[config.mk]
export PLATFORM = sky130hd
export DESIGN_NAME = stamp_drain
export DESIGN_NICKNAME = d
export VERILOG_FILES = /design/src/rtl/stamp_drain_pkg.sv /design/src/rtl/stamp_sync2.sv /design/src/rtl/stamp_intake.sv /design/src/rtl/stamp_fifo.sv /design/src/rtl/stamp_present.sv /design/src/rtl/stamp_drain.sv
export SDC_FILE = /design/constraint.sdc
export NUM_CORES = 1
export LEC_CHECK = 0
export ABC_AREA = 1
export BUFFER_PORTS_ARGS = -buffer_cell sky130_fd_sc_hd__buf_2
export CELL_PAD_IN_SITES_DETAIL_PLACEMENT = 1
export CELL_PAD_IN_SITES_GLOBAL_PLACEMENT = 1
export CORE_UTILIZATION = 40
export CTS_CLUSTER_SIZE = 20
export DETAILED_ROUTE_END_ITERATION = 8
export GPL_TIMING_DRIVEN = 0
export PLACE_DENSITY = 0.78
export SYNTH_ARGS = -nofsm -noshare
export SYNTH_HDL_FRONTEND = slang
export SYNTH_SLANG_ARGS = --single-unit
[constraint.sdc]
create_clock -name clk -period 9.1 [get_ports clk]
set_input_delay 2.73 -clock clk [delete_from_list [all_inputs] [get_ports clk]]
set_output_delay 2.73 -clock clk [all_outputs]
set_load 0.02 [all_outputs]
[src/rtl/stamp_drain_pkg.sv]
package stamp_drain_pkg;
    typedef enum logic [2:0] {
        IN_IDLE,
        IN_ADD_LO,
        IN_ADD_HI,
        IN_PUSH,
        IN_ACK
    } intake_state_t;
endpackage

[src/rtl/stamp_sync2.sv]
module stamp_sync2 (
    input  logic clk,
    input  logic rst_n,
    input  logic d_async,
    output logic q_sync
);
    logic meta_q;
    always_ff @(posedge clk) begin
        if (!rst_n) begin
            meta_q <= 1'b0;
            q_sync <= 1'b0;
        end else begin
            meta_q <= d_async;
            q_sync <= meta_q;
        end
    end
endmodule

[src/rtl/stamp_intake.sv]
module stamp_intake
    import stamp_drain_pkg::*;
#(
    parameter int TS_W = 64
) (
    input  logic              clk,
    input  logic              rst_n,
    input  logic              rdy_s,
    input  logic [TS_W-1:0]   lead_sum,
    input  logic [TS_W-1:0]   lead_carry,
    input  logic [TS_W-1:0]   trail_sum,
    input  logic [TS_W-1:0]   trail_carry,
    input  logic              full,
    output logic              push,
    output logic [2*TS_W-1:0] rec,
    output logic              consumed
);
    localparam int HALF = TS_W / 2;

    intake_state_t state_q, state_d;
    logic [TS_W-1:0] lead_q, trail_q;
    logic            c_lead_q, c_trail_q;

    // state register
    always_ff @(posedge clk) begin
        if (!rst_n) state_q <= IN_IDLE;
        else        state_q <= state_d;
    end

    // next-state logic
    always_comb begin
        state_d = state_q;
        unique case (state_q)
            IN_IDLE:   if (rdy_s) state_d = IN_ADD_LO;
            IN_ADD_LO: state_d = IN_ADD_HI;
            IN_ADD_HI: state_d = IN_PUSH;
            IN_PUSH:   if (!full) state_d = IN_ACK;
            IN_ACK:    if (!rdy_s) state_d = IN_IDLE;
            default:   state_d = IN_IDLE;
        endcase
    end

    // outputs
    always_comb begin
        push     = (state_q == IN_PUSH) && !full;
        consumed = (state_q == IN_ACK);
        rec      = {trail_q, lead_q};
    end

    // split carry-save resolution: low halves first, high halves next cycle
    always_ff @(posedge clk) begin
        if (!rst_n) begin
            lead_q    <= '0;
            trail_q   <= '0;
            c_lead_q  <= 1'b0;
            c_trail_q <= 1'b0;
        end else if (state_q == IN_ADD_LO) begin
            {c_lead_q, lead_q[HALF-1:0]}   <= {1'b0, lead_sum[HALF-1:0]}  + {1'b0, lead_carry[HALF-1:0]};
            {c_trail_q, trail_q[HALF-1:0]} <= {1'b0, trail_sum[HALF-1:0]} + {1'b0, trail_carry[HALF-1:0]};
        end else if (state_q == IN_ADD_HI) begin
            lead_q[TS_W-1:HALF]  <= lead_sum[TS_W-1:HALF] + lead_carry[TS_W-1:HALF]
                                    + {{(HALF-1){1'b0}}, c_lead_q};
            trail_q[TS_W-1:HALF] <= trail_sum[TS_W-1:HALF] + trail_carry[TS_W-1:HALF]
                                    + {{(HALF-1){1'b0}}, c_trail_q};
        end
    end
endmodule

[src/rtl/stamp_fifo.sv]
module stamp_fifo #(
    parameter int W     = 128,
    parameter int DEPTH = 4
) (
    input  logic         clk,
    input  logic         rst_n,
    input  logic         push,
    input  logic [W-1:0] din,
    input  logic         pop,
    output logic [W-1:0] dout,
    output logic         full,
    output logic         empty
);
    localparam int AW = (DEPTH > 1) ? $clog2(DEPTH) : 1;

    logic [W-1:0] mem [DEPTH];
    logic [AW:0]  wp_q, rp_q;
    logic [AW:0]  fill;

    always_comb begin
        fill  = wp_q - rp_q;
        full  = (fill == (AW+1)'(DEPTH));
        empty = (fill == '0);
        dout  = mem[rp_q[AW-1:0]];
    end

    always_ff @(posedge clk) begin
        if (!rst_n) begin
            wp_q <= '0;
            rp_q <= '0;
        end else begin
            if (push && !full) wp_q <= wp_q + 1'b1;
            if (pop && !empty) rp_q <= rp_q + 1'b1;
        end
    end

    always_ff @(posedge clk) begin
        if (push && !full) mem[wp_q[AW-1:0]] <= din;
    end
endmodule

[src/rtl/stamp_present.sv]
module stamp_present #(
    parameter int TS_W = 64
) (
    input  logic              clk,
    input  logic              rst_n,
    input  logic [2*TS_W-1:0] head,
    input  logic              empty,
    input  logic              rd_next,
    output logic              pop,
    output logic              valid,
    output logic [2*TS_W-1:0] shown
);
    always_comb pop = !empty && (!valid || rd_next);

    always_ff @(posedge clk) begin
        if (!rst_n) begin
            valid <= 1'b0;
            shown <= '0;
        end else if (pop) begin
            valid <= 1'b1;
            shown <= head;
        end else if (rd_next) begin
            valid <= 1'b0;
        end
    end
endmodule

[src/rtl/stamp_drain.sv]
module stamp_drain #(
    parameter int DEPTH = 4
) (
    input  logic        clk,
    input  logic        rst_n,
    input  logic        cap_ready,
    input  logic [63:0] cap_lead_sum,
    input  logic [63:0] cap_lead_carry,
    input  logic [63:0] cap_trail_sum,
    input  logic [63:0] cap_trail_carry,
    output logic        cap_consumed,
    input  logic        rd_next,
    output logic        out_valid,
    output logic [31:0] out_lead_lo,
    output logic [31:0] out_lead_hi,
    output logic [31:0] out_trail_lo,
    output logic [31:0] out_trail_hi
);
    localparam int TS_W  = 64;
    localparam int REC_W = 2 * TS_W;

    logic             rdy_sync;
    logic             push_en, pop_en, fifo_full, fifo_empty;
    logic [REC_W-1:0] rec_in, rec_head, rec_shown;

    stamp_sync2 u_sync (
        .clk(clk), .rst_n(rst_n), .d_async(cap_ready), .q_sync(rdy_sync)
    );

    stamp_intake #(.TS_W(TS_W)) u_intake (
        .clk(clk), .rst_n(rst_n), .rdy_s(rdy_sync),
        .lead_sum(cap_lead_sum), .lead_carry(cap_lead_carry),
        .trail_sum(cap_trail_sum), .trail_carry(cap_trail_carry),
        .full(fifo_full), .push(push_en), .rec(rec_in), .consumed(cap_consumed)
    );

    stamp_fifo #(.W(REC_W), .DEPTH(DEPTH)) u_fifo (
        .clk(clk), .rst_n(rst_n), .push(push_en), .din(rec_in),
        .pop(pop_en), .dout(rec_head), .full(fifo_full), .empty(fifo_empty)
    );

    stamp_present #(.TS_W(TS_W)) u_present (
        .clk(clk), .rst_n(rst_n), .head(rec_head), .empty(fifo_empty),
        .rd_next(rd_next), .pop(pop_en), .valid(out_valid), .shown(rec_shown)
    );

    always_comb begin
        out_lead_lo  = rec_shown[31:0];
        out_lead_hi  = rec_shown[63:32];
        out_trail_lo = rec_shown[95:64];
        out_trail_hi = rec_shown[127:96];
    end
endmodule

==> results.md <==
* Worst reg-to-reg setup slack at 4.29 ns
* Multi-input gate area at 0.0144 sq mm
* Initial DRC Count at 2462
* Area leader, netlist: edfxtp_1
* LEAKAGE at approximately 20 nW
* Routed vias/inst at 5.20
* Min-Delay Path Class: flop to flop
* Root buffer cell: clkbuf_16
* Outcome: finished, final reports clean
* Layout cells sized above 1 at 0.114
* Endpoint class of the critical path: flop
* Total track usage at 0.253
* F_max at approximately 210 MHz
* Crit path capture: u_present.shown[124]$_SDFFE_PN0P_
* Max_cap viols at 0
* Worst setup margin at 4.23 ns
* Vias in the first global route at 33.6k
* Most used cell, CP: clkbuf_1
* Overflow after GRT at 0
* Setup TNS at 0 ns
* H-tree levels at 3
* Crit-path cells: clkbuf_1 > clkbuf_1 > clkbuf_1 > o21ai_0 > nor2_1
* Top cell type's share of synthesized area at 0.403
* Power, Total at 0.0111 W
* Row cnt at between 100 and 150
* Initial antenna violation count at 3
* Time the worst path needs with I/O delays and setup at approximately 4.9 ns
* Postcts setup bufs at 0
* RR Endpoint: u_fifo.mem[2][42]$_DFFE_PP_
* Critical path class: input port to flop
* Routed wire length per instance at 19.8 microns
* Largest net degree at the start of global routing at 29
* Post-synthesis async set-or-reset flop share at 0
* I/O pin cnt at 390
* Die ar. at 0.0965 sq mm
* Final Setup Violations at 0
* Max transition margin at 0.115
* Global-route wire length before repair at 190000 microns
* Proportion of power drawn by combinational gates at 0.331
* DRT Wirelength at ~130000 microns
* Synth top area cells: edfxtp_1 40%, dfxtp_1 14%, nand2_1 9.4%
* Post-synth EDFFs at 512
* Cts repair resizes at 0
* Max VDD drop at ~150 uV
* Post-synthesis sequential area ratio at 0.545
* Pre-CTS WS at 3.71 ns
* Switching power at 0.00416 W
* Initial Utilization at 0.406
* Crit start category: input port
* Mapped Nets at approximately 4.9k
* Worst-margin pin slew at 1.33 ns
* Worst reg-to-reg path cell count at 13
* Switching Share at 0.375
* Clock Latency Late Sink at 0.62 ns
* Post-Synthesis Cells at approximately 4.5k
* Dpl cell area at 0.0421 sq mm
* Antenna-violating nets left at 0
* CTS Sinks at ~780
* Crit path largest cell delay at roughly 0.85 ns
* Core ar. at about 0.094 sq mm
* Detailed-route via count at 32.8k
* PortBufs at 388
* Critical Path RT at 9.63 ns
* Reg clk slew, reported paths at 0.06 ns
* Longest Clk Path Bufs at 3
* Die H at 311 microns
* Critical-path top delay cell: clkbuf_1
* Final #Nets at 5383
* CTS Hold Bufs at 0
* RePlAce Congestion at about 0.87
* Clk pwr share at 0.279
* Die X at 311 microns
* Setup repair after global routing missed its margin: no
* Power Density at 249 mW/mm^2
* Design area at 0.0445 sq mm
* Final Hold Viols at 0
* First drt pass iteration count at 5
* Worst reg2reg startpoint: u_fifo.rp_q[1]$_SDFFE_PN0P_
* DRC at 0
* Post-Synthesis Cell Area at 0.0381 sq mm
* Slew Viols, Final at 0
* Hold Crit Depth at 2
* Post-synth cell types at 35
* Dpl hpwl at between 90000 and 100000 microns
* TritonCTS buffer count at 74
* Synth-to-layout area growth at 16.8%
* Synth Flop Type: edfxtp_1
* Critical Path Start: rst_n
* Crit path max fanout at 10
* Final core utilization at 0.474
* CTS tree: done
* Reg power frac at 0.389
* Filler Cell Count at 11.3k
* Int Pwr at 0.00692 W
* Mean Syn Cell Area at 8.47 sq um
* Max Clock Skew at 0.0198 ns
* YS warnings at 0
* Register bit total from synthesis at 782
* WP data arrival at 5.40 ns
* FF/Latch Area at 0.0208 sq mm
* Period utilisation layout at 0.535
## per-stage QoR
stage          hold WS (ns)  instances
3_3_place_gp          0.410       6143
3_5_place_dp          0.406       6164
2_1_floorplan         0.390       4501
6_report              0.419       6301
5_1_grt               0.458       6301
4_1_cts               0.423       6300
## final cells by class
type | count | share of cell area
Sequential cell | 782 | 0.467
Multi-Input combinational cell | 2965 | 0.323
Timing Repair Buffer | 409 | 0.0541
Inverter | 586 | 0.0494
Clock buffer | 102 | 0.0470
Tap cell | 1254 | 0.0353
Buffer | 168 | 0.0174
Clock inverter | 34 | 0.00666
Antenna cell | 1 | 0.0000562
## per-layer routing
| layer | GRT usage | share of wire | vias up |
|---|---|---|---|
| li1 | - | - | 15695 |
| met1 | 0.325 | 0.43 | 16017 |
| met2 | 0.438 | 0.49 | 885 |
| met3 | 0.0339 | 0.053 | 193 |
| met4 | 0.0820 | 0.031 | 4 |
| met5 | 0 | 0.00017 | - |
## state kept, by name (all words and copies together) (netlist names)
register            flops
u_intake.c_trail_q      1
u_intake.lead_q        64
u_intake.state_q        3
u_intake.trail_q       64
u_intake.c_lead_q       1
u_fifo.mem            512
u_present.shown       128
u_fifo.wp_q             3
u_sync.meta_q           1
u_fifo.rp_q             3
u_present.valid         1
u_sync.q_sync           1
## layout by cell type (no fill, tap or decap), types with 3 or more instances in the layout
cell / count
nor3_1: 19
nand2_1: 954
clkinv_2: 14
clkbuf_8: 5
o21ai_0: 414
fa_1: 6
nor2_1: 824
a21oi_1: 100
xnor2_1: 7
o211ai_1: 6
edfxtp_1: 512
a31oi_1: 3
inv_2: 3
o21bai_1: 42
clkbuf_16: 78
o21a_1: 28
dfxtp_1: 270
ha_1: 131
and2_1: 4
o22ai_1: 128
inv_1: 583
nand4_1: 13
buf_4: 3
buf_12: 15
nand3_1: 170
buf_1: 10
o21ai_1: 46
buf_6: 13
clkinv_1: 10
buf_16: 6
nor2_4: 4
nand3b_1: 3
buf_2: 416
xor2_1: 54
bufinv_16: 5
clkbuf_1: 132
## power groups by stage
stage / clock network, W / registers [W] / logic (W)
2_1_floorplan: 0 / 0.00458 / 0.00199
6_report: 0.00310 / 0.00431 / 0.00367
4_1_cts: 0.00314 / 0.00432 / 0.00367
3_3_place_gp: 0 / 0.00438 / 0.00351
5_1_grt: 0.00327 / 0.00434 / 0.00401
3_5_place_dp: 0 / 0.00439 / 0.00363
## cells by family after synthesis
| kind of cell | count (synthesis) | share of synthesized area |
|---|---|---|
| simple gates | 1994 | 0.205 |
| flops | 782 | 0.545 |
| compound gates | 771 | 0.111 |
| buf+inv | 754 | 0.0780 |
| fa+ha+maj | 137 | 0.0462 |
| xor+xnor | 63 | 0.0149 |
## synth_stat cells, drive strengths merged (4+ instances only)
library cell	n
ha	131
edfxtp	512
nor2	828
clkbuf	114
a21oi	100
xnor2	9
nand4	13
o211ai	6
dfxtp	270
o22ai	128
nand3	171
buf	54
xor2	54
and2	4
nor3	20
inv	586
o21ai	460
o21a	28
o21bai	43
nand2	955
fa	6
## worst min path at each step
stage                                   startpoint                  endpoint  slack [ns]
after floorplan           u_sync.meta_q$_SDFF_PN0_  u_sync.q_sync$_SDFF_PN0_        0.39
after global placement    u_sync.meta_q$_SDFF_PN0_  u_sync.q_sync$_SDFF_PN0_        0.41
after detailed placement  u_sync.meta_q$_SDFF_PN0_  u_sync.q_sync$_SDFF_PN0_        0.41
after CTS                 u_sync.meta_q$_SDFF_PN0_  u_sync.q_sync$_SDFF_PN0_        0.42
after global routing      u_sync.meta_q$_SDFF_PN0_  u_sync.q_sync$_SDFF_PN0_        0.46
final                     u_sync.meta_q$_SDFF_PN0_  u_sync.q_sync$_SDFF_PN0_        0.42
## worst max-delay path: cells and delay by family
kind	cells	cell delay, ns
and+or+nand+nor	1	0.20
AOI/OAI and AO/OA	1	0.59
buffers and inverters	3	1.86
(Power assumes the default switching activity.)
